File: config.mk
export PLATFORM = sky130hd
export DESIGN_NAME = tmr_match_cap
export DESIGN_NICKNAME = d
export VERILOG_FILES = /design/src/rtl/tmr_match_cap_pkg.sv /design/src/rtl/tmr_match_chan.sv /design/src/rtl/tmr_cap_edge.sv /design/src/rtl/tmr_cap_unit.sv /design/src/rtl/tmr_match_cap.sv
export SDC_FILE = /design/constraint.sdc
export NUM_CORES = 1
export LEC_CHECK = 0
export BUFFER_PORTS_ARGS = -buffer_cell sky130_fd_sc_hd__buf_2
export CORE_ASPECT_RATIO = 2
export CORE_MARGIN = 2
export CORE_UTILIZATION = 43
export CTS_CLUSTER_SIZE = 24
export DETAILED_ROUTE_END_ITERATION = 10
export GPL_TIMING_DRIVEN = 0
export PLACE_DENSITY = 0.86
export SLEW_MARGIN = 20
export SYNTH_ARGS = -nofsm -noshare
export SYNTH_HDL_FRONTEND = slang
export SYNTH_SLANG_ARGS = --single-unit
File: constraint.sdc
create_clock -name clk_i -period 2.87 [get_ports clk_i]
set_clock_uncertainty 0.15 [all_clocks]
set_input_delay 0 -clock clk_i [delete_from_list [all_inputs] [get_ports clk_i]]
set_output_delay 0 -clock clk_i [all_outputs]
set_load 0.1 [all_outputs]
File: src/rtl/tmr_match_cap_pkg.sv
package tmr_match_cap_pkg;

  typedef enum logic [1:0] {
    ACT_KEEP   = 2'b00,
    ACT_LOW    = 2'b01,
    ACT_HIGH   = 2'b10,
    ACT_TOGGLE = 2'b11
  } match_act_e;

  localparam int unsigned CAP_CTL_W = 2;
  localparam int unsigned CTL_FALL  = 0;
  localparam int unsigned CTL_IE    = 1;

endpackage

File: src/rtl/tmr_match_chan.sv
module tmr_match_chan
  import tmr_match_cap_pkg::*;
#(
  parameter int CW = 32
) (
  input  logic          clk_i,
  input  logic          rst_ni,
  input  logic [CW-1:0] cnt_i,
  input  logic [CW-1:0] match_i,
  input  logic          cnt_new_i,
  input  logic          wr_i,
  input  logic          wr_em_i,
  input  logic [1:0]    wr_act_i,
  output logic          em_o,
  output logic [1:0]    act_o
);

  logic       em_q, em_d;
  match_act_e act_q;
  logic       hit;

  assign hit = cnt_new_i && (cnt_i == match_i);

  always_comb begin
    em_d = em_q;
    if (wr_i) begin
      em_d = wr_em_i;
    end else if (hit) begin
      unique case (act_q)
        ACT_LOW:    em_d = 1'b0;
        ACT_HIGH:   em_d = 1'b1;
        ACT_TOGGLE: em_d = ~em_q;
        default:    em_d = em_q;
      endcase
    end
  end

  always_ff @(posedge clk_i or negedge rst_ni) begin
    if (!rst_ni) begin
      em_q  <= 1'b0;
      act_q <= ACT_KEEP;
    end else begin
      em_q <= em_d;
      if (wr_i) act_q <= match_act_e'(wr_act_i);
    end
  end

  assign em_o  = em_q;
  assign act_o = act_q;


  sw_write_wins_chk: assert property (@(posedge clk_i) disable iff (!rst_ni)
    wr_i |=> em_q == $past(wr_em_i));


  force_low_chk: assert property (@(posedge clk_i) disable iff (!rst_ni)
    (!wr_i && hit && act_q == ACT_LOW) |=> !em_q);


  force_high_chk: assert property (@(posedge clk_i) disable iff (!rst_ni)
    (!wr_i && hit && act_q == ACT_HIGH) |=> em_q);


  invert_chk: assert property (@(posedge clk_i) disable iff (!rst_ni)
    (!wr_i && hit && act_q == ACT_TOGGLE) |=> em_q != $past(em_q));


  held_count_idle_chk: assert property (@(posedge clk_i) disable iff (!rst_ni)
    (!wr_i && !cnt_new_i) |=> $stable(em_q));


  no_hit_idle_chk: assert property (@(posedge clk_i) disable iff (!rst_ni)
    (!wr_i && cnt_i != match_i) |=> $stable(em_q));

endmodule

File: src/rtl/tmr_cap_edge.sv
module tmr_cap_edge #(
  parameter int SYNC_STAGES = 2
) (
  input  logic clk_i,
  input  logic rst_ni,
  input  logic din_i,
  output logic fall_o
);

  logic [SYNC_STAGES:0] sh_q;

  always_ff @(posedge clk_i or negedge rst_ni) begin
    if (!rst_ni) sh_q <= '0;
    else         sh_q <= {sh_q[SYNC_STAGES-1:0], din_i};
  end

  assign fall_o = sh_q[SYNC_STAGES] & ~sh_q[SYNC_STAGES-1];


  single_fall_chk: assert property (@(posedge clk_i) disable iff (!rst_ni)
    fall_o |=> !fall_o);

endmodule

File: src/rtl/tmr_cap_unit.sv
module tmr_cap_unit
  import tmr_match_cap_pkg::*;
#(
  parameter int CW = 32
) (
  input  logic                 clk_i,
  input  logic                 rst_ni,
  input  logic [CW-1:0]        cnt_i,
  input  logic                 fall_i,
  input  logic                 ctl_wr_i,
  input  logic [CAP_CTL_W-1:0] ctl_wdata_i,
  input  logic                 irq_clr_i,
  output logic [CAP_CTL_W-1:0] ctl_o,
  output logic [CW-1:0]        cap_o,
  output logic                 irq_o
);

  logic [CAP_CTL_W-1:0] ctl_q;
  logic [CW-1:0]        cap_q;
  logic                 flag_q, flag_d;
  logic                 load, irq_set;

  assign load    = fall_i && ctl_q[CTL_FALL];
  assign irq_set = load && ctl_q[CTL_IE];

  always_comb begin
    flag_d = flag_q;
    if (irq_set)        flag_d = 1'b1;
    else if (irq_clr_i) flag_d = 1'b0;
  end

  always_ff @(posedge clk_i or negedge rst_ni) begin
    if (!rst_ni) begin
      ctl_q  <= '0;
      cap_q  <= '0;
      flag_q <= 1'b0;
    end else begin
      if (ctl_wr_i) ctl_q <= ctl_wdata_i;
      if (load)     cap_q <= cnt_i;
      flag_q <= flag_d;
    end
  end

  assign ctl_o = ctl_q;
  assign cap_o = cap_q;
  assign irq_o = flag_q;


  load_value_chk: assert property (@(posedge clk_i) disable iff (!rst_ni)
    (fall_i && ctl_q[CTL_FALL]) |=> cap_q == $past(cnt_i));


  no_load_chk: assert property (@(posedge clk_i) disable iff (!rst_ni)
    !(fall_i && ctl_q[CTL_FALL]) |=> $stable(cap_q));


  irq_set_chk: assert property (@(posedge clk_i) disable iff (!rst_ni)
    (fall_i && ctl_q[CTL_FALL] && ctl_q[CTL_IE]) |=> irq_o);


  irq_clear_chk: assert property (@(posedge clk_i) disable iff (!rst_ni)
    (irq_clr_i && !(fall_i && ctl_q[CTL_FALL] && ctl_q[CTL_IE])) |=> !irq_o);


  irq_sticky_chk: assert property (@(posedge clk_i) disable iff (!rst_ni)
    (!irq_clr_i && !(fall_i && ctl_q[CTL_FALL] && ctl_q[CTL_IE])) |=> $stable(irq_o));

endmodule

File: src/rtl/tmr_match_cap.sv
module tmr_match_cap
  import tmr_match_cap_pkg::*;
#(
  parameter int CW     = 32,
  parameter int NCH    = 4,
  parameter bit CAP_EN = 1'b1
) (
  input  logic                 clk_i,
  input  logic                 rst_ni,
  input  logic [CW-1:0]        cnt_i,
  input  logic [NCH*CW-1:0]    match_vals_i,
  input  logic                 ext_wr_i,
  input  logic [3*NCH-1:0]     ext_wdata_i,
  output logic [3*NCH-1:0]     ext_rdata_o,
  output logic [NCH-1:0]       mat_o,
  input  logic                 cap_ctl_wr_i,
  input  logic [CAP_CTL_W-1:0] cap_ctl_wdata_i,
  output logic [CAP_CTL_W-1:0] cap_ctl_rdata_o,
  input  logic                 irq_clr_i,
  input  logic                 cap_in_i,
  output logic [CW-1:0]        cap_val_o,
  output logic                 irq_o
);

  localparam int ACT_LSB  = NCH;
  localparam int RST_STGS = 2;

  // reset: asserted asynchronously, released on the clock
  logic [RST_STGS-1:0] rst_sh_q;
  logic                rst_n;

  always_ff @(posedge clk_i or negedge rst_ni) begin
    if (!rst_ni) rst_sh_q <= '0;
    else         rst_sh_q <= {rst_sh_q[RST_STGS-2:0], 1'b1};
  end
  assign rst_n = rst_sh_q[RST_STGS-1];

  // new-count detection shared by all channels
  logic [CW-1:0] cnt_q;
  logic          seen_q;
  logic          cnt_new;

  assign cnt_new = !seen_q || (cnt_i != cnt_q);

  always_ff @(posedge clk_i or negedge rst_n) begin
    if (!rst_n) begin
      cnt_q  <= '0;
      seen_q <= 1'b0;
    end else begin
      cnt_q  <= cnt_i;
      seen_q <= 1'b1;
    end
  end

  // match channels
  for (genvar n = 0; n < NCH; n++) begin : g_ch
    logic [1:0] act;

    tmr_match_chan #(.CW(CW)) u_chan (
      .clk_i     (clk_i),
      .rst_ni    (rst_n),
      .cnt_i     (cnt_i),
      .match_i   (match_vals_i[n*CW +: CW]),
      .cnt_new_i (cnt_new),
      .wr_i      (ext_wr_i),
      .wr_em_i   (ext_wdata_i[n]),
      .wr_act_i  (ext_wdata_i[ACT_LSB + 2*n +: 2]),
      .em_o      (mat_o[n]),
      .act_o     (act)
    );

    assign ext_rdata_o[n]                 = mat_o[n];
    assign ext_rdata_o[ACT_LSB + 2*n +: 2] = act;
  end

  // capture channel
  if (CAP_EN) begin : g_cap
    logic fall;

    tmr_cap_edge #(.SYNC_STAGES(2)) u_edge (
      .clk_i  (clk_i),
      .rst_ni (rst_n),
      .din_i  (cap_in_i),
      .fall_o (fall)
    );

    tmr_cap_unit #(.CW(CW)) u_cap (
      .clk_i       (clk_i),
      .rst_ni      (rst_n),
      .cnt_i       (cnt_i),
      .fall_i      (fall),
      .ctl_wr_i    (cap_ctl_wr_i),
      .ctl_wdata_i (cap_ctl_wdata_i),
      .irq_clr_i   (irq_clr_i),
      .ctl_o       (cap_ctl_rdata_o),
      .cap_o       (cap_val_o),
      .irq_o       (irq_o)
    );
  end else begin : g_nocap
    assign cap_ctl_rdata_o = '0;
    assign cap_val_o       = '0;
    assign irq_o           = 1'b0;


    nocap_quiet_chk: assert property (@(posedge clk_i) disable iff (!rst_n)
      (cap_ctl_wr_i || !cap_in_i) |=> (cap_val_o == '0) && !irq_o);
  end


  pin_mirror_chk: assert property (@(posedge clk_i) disable iff (!rst_n)
    ext_wr_i |=> mat_o == $past(ext_wdata_i[NCH-1:0]));

endmodule

==> metrics.cfg <==
[detailed_routing]
wirelength_um=18100
num_vias=4472
drt-initial-drc-count=202
drc=0
antenna_left=0
via_per_inst=5.22
drtPass1Iterations=4
wl_per_cell_um=21.1

[global_route]
antenna_found_initial=0
grt_util_all_layers=0.302
grt_max_degree=47
grt_pass1_vias=5055
grt_pass1_wl_um=27100
grt_overflow_total=0

[critical_path]
worstSetupEndpointType=flip-flop
critical-path-max-stage-delay_ns=0.64
reg2regPathDepth=6
r2r-end=g_ch[2].u_chan.em_o
r2r_start=cnt_q[8]
critPathMaxFanout=6
start_kind=input pin
cp.arrival_ns=2.77
r2r_slack_ns=0.47
cp_slowest_cell=nor4_1
crit_chain=dlygate4sd3_1 > buf_2 > buf_2 > xnor2_1 > nand4_1 > nor4_1 > o2111ai_1 > o311a_1 > a221o_1
startpoint=cnt_i[12]
worst_path_most_repeated_cell=buf_2
critPathKind=input pin to flip-flop
worstPathRequired_ns=2.94

[clock_tree]
ctsHtreeMaxLevel=3
cts_tree=yes
clock-sinks=85
cts_resized=0
clkTransAtPathRegs_ns=0.06
clkLatencyLatePin_ns=0.34
numCtsBuffers=9
cts-root-buf=clkbuf_16
cts_setup_buffers=0
clock_path_buffers=2

[timing]
hold_viol=0
setup_viol=0
slew_violations=0
tns_ns=0
rsz0062_at_grt=false
setup_slack_ns=0.165
finalCriticalPeriod_ns=2.71
slew_headroom=0.429
post-route-period-util=0.943
max_freq_mhz=370
tightest_slew_ns=0.857

[power_and_ir_drop]
pwr_density_cell_nw_per_um2=649
net-switching-power_mw=1.97
seq_power_share=0.317
clockPowerShare=0.272
p_int_mw=2.62
p_leak_nw=3.31
ir_worst_vdd_mv=0.818
p_comb_frac=0.411
sw_frac_of_total=0.430

[hold_path]
hp-start=match_vals_i[72]
holdPathStages=5
hp-class=input pin to flip-flop
hold_path_end=g_ch[2].u_chan.em_o

[floorplan]
die_y_um=154
die_area_um2=12200
coreArea_um2=10900
row_count=54
die_w_um=79.1
start_util=0.444
io-pin-count=231

[job]
drv_cap=0

[placement]
gp_congestion=0.844
place.port_buffers=230
dp_hpwl_um=13600
place_inst=786
post-place-ws_ns=0.309
postPlaceCellArea_um2=6210

[yosys]
yosys-top-cells-count=91 x xor2_1, 85 x dfrtp_1, 69 x xnor2_1
syn_area_um2=4850
yosys.area.top_type=dfrtp_1
synth_edf_count=0
synthFlopType=dfrtp_1
avgSynthCellArea_um2=11.7
yosysMostFrequentCell=xor2_1
yosys_warnings=0
synth-seq-area-share=0.438
syn_inst=414
synth_area_leaders=dfrtp_1 44%, xor2_1 16%, xnor2_1 12%
ys_async_sr_fraction=1.00
yosys.area.top_type_share=0.438
synth_cell_type_count=24
ys_seq_elements=85

[final_layout]
final_area_um2=7080
instances_no_fill=857
num_antenna_cells=0
final_nets=892
area_growth_pct=45.7
drive_above_1_share=0.457

[run_status]
status=finished, final reports clean

==> registers in the layout, summed over array words and instances (netlist names) <==
| name | flops |
|---|---|
| cnt_q | 32 |
| g_cap.u_cap.cap_o | 32 |
| g_ch.u_chan.act_o | 8 |
| g_ch.u_chan.em_o | 4 |
| g_cap.u_edge.sh_q | 3 |
| g_cap.u_cap.ctl_o | 2 |
| rst_sh_q | 2 |
| g_cap.u_cap.irq_o | 1 |
| seen_q | 1 |
==> metal layers <==
layer  up-vias  share of wire  global-route usage
met5         -              0                   0
met4         0          0.061               0.186
met3        74          0.059              0.0583
met2       257           0.54               0.555
met1      2151           0.34               0.303
li1       1990              -                   -
==> power by group through the flow <==
stage	clock network, mW	logic, mW	registers (mW)
after floorplan	0	0.483	2.37
after global placement	0	1.78	1.47
after detailed placement	0	1.81	1.47
after CTS	1.26	1.88	1.45
after global routing	1.32	1.95	1.47
final	1.25	1.89	1.46
==> placed cells by master (no fill, tap or decap) <==
cell type,synthesis,final
o22ai_1,1,1
buf_12,0,1
clkinvlp_4,0,2
dlygate4sd3_1,0,55
nand3b_1,1,1
nand3_1,6,6
nand2_1,5,5
xor2_1,91,91
buf_6,14,14
inv_6,0,1
clkbuf_16,0,9
a221o_1,4,4
dfrtp_4,0,1
buf_2,15,245
clkbuf_1,3,5
and3_1,4,4
mux2_2,41,41
conb_1,1,2
o311a_1,4,4
nand4_1,17,17
dfrtp_1,85,84
inv_1,3,3
nor3_4,1,1
bufinv_16,0,2
buf_4,11,11
nor3_1,9,9
o21ai_0,1,1
xnor2_1,69,69
o2111ai_1,4,4
buf_1,1,1
nor4_1,23,23
==> cells by family (layout without fill, tap and decap cells) <==
family / Yosys count / count (layout) / share of synthesized area
xor+xnor: 160 / 160 / 0.289
flops: 85 / 85 / 0.438
simple gates: 66 / 66 / 0.0809
buf+inv: 47 / 349 / 0.0704
mux: 41 / 41 / 0.0951
compound gates: 14 / 14 / 0.0260
other cells: 1 / 2 / 0.000772
==> per-stage QoR <==
step | util | hold slack, ns | total power [mW]
global placement | 0.565 | -0.365 | 3.24
detailed placement | 0.567 | -0.363 | 3.29
CTS | 0.646 | 0.0742 | 4.59
finish | 0.646 | 0.0779 | 4.59
floorplan | - | -0.446 | 2.85
global route | 0.646 | 0.115 | 4.74
==> timing repair <==
action,CTS,global route
setup endpoints to repair,0,0
hold buffers,55,0
endpoints found under the hold margin,66,0
==> worst max-delay path: cells and delay by family <==
kind / cells / cell delay [ns]
AOI/OAI and AO/OA: 3 / 0.91
and+or+nand+nor: 2 / 0.76
buffers and inverters: 3 / 0.87
xor gates and xnor gates: 1 / 0.22
==> worst max-delay path by stage <==
stage | to | slack, ns | cells after the start
2_1_floorplan | cnt_q[0] | 0.18 | 0
3_3_place_gp | cnt_q[15] | -0.64 | 0
3_5_place_dp | g_ch[3].u_chan.em_o | 0.31 | 6
4_1_cts | g_ch[1].u_chan.em_o | 0.15 | 9
5_1_grt | g_ch[1].u_chan.em_o | 0.11 | 9
6_report | g_ch[1].u_chan.em_o | 0.16 | 9
==> area by class of cell <==
class                           count  area, um2
Buffer                             44        330
Clock buffer                       11        233
Clock inverter                      5       83.8
Fill cell                         824       3870
Inverter                            3       11.3
Multi-Input combinational cell    283       2390
Sequential cell                    85       2130
Tap cell                          140        175
Timing Repair Buffer              286       1720
Power figures use the tool's default switching activity.
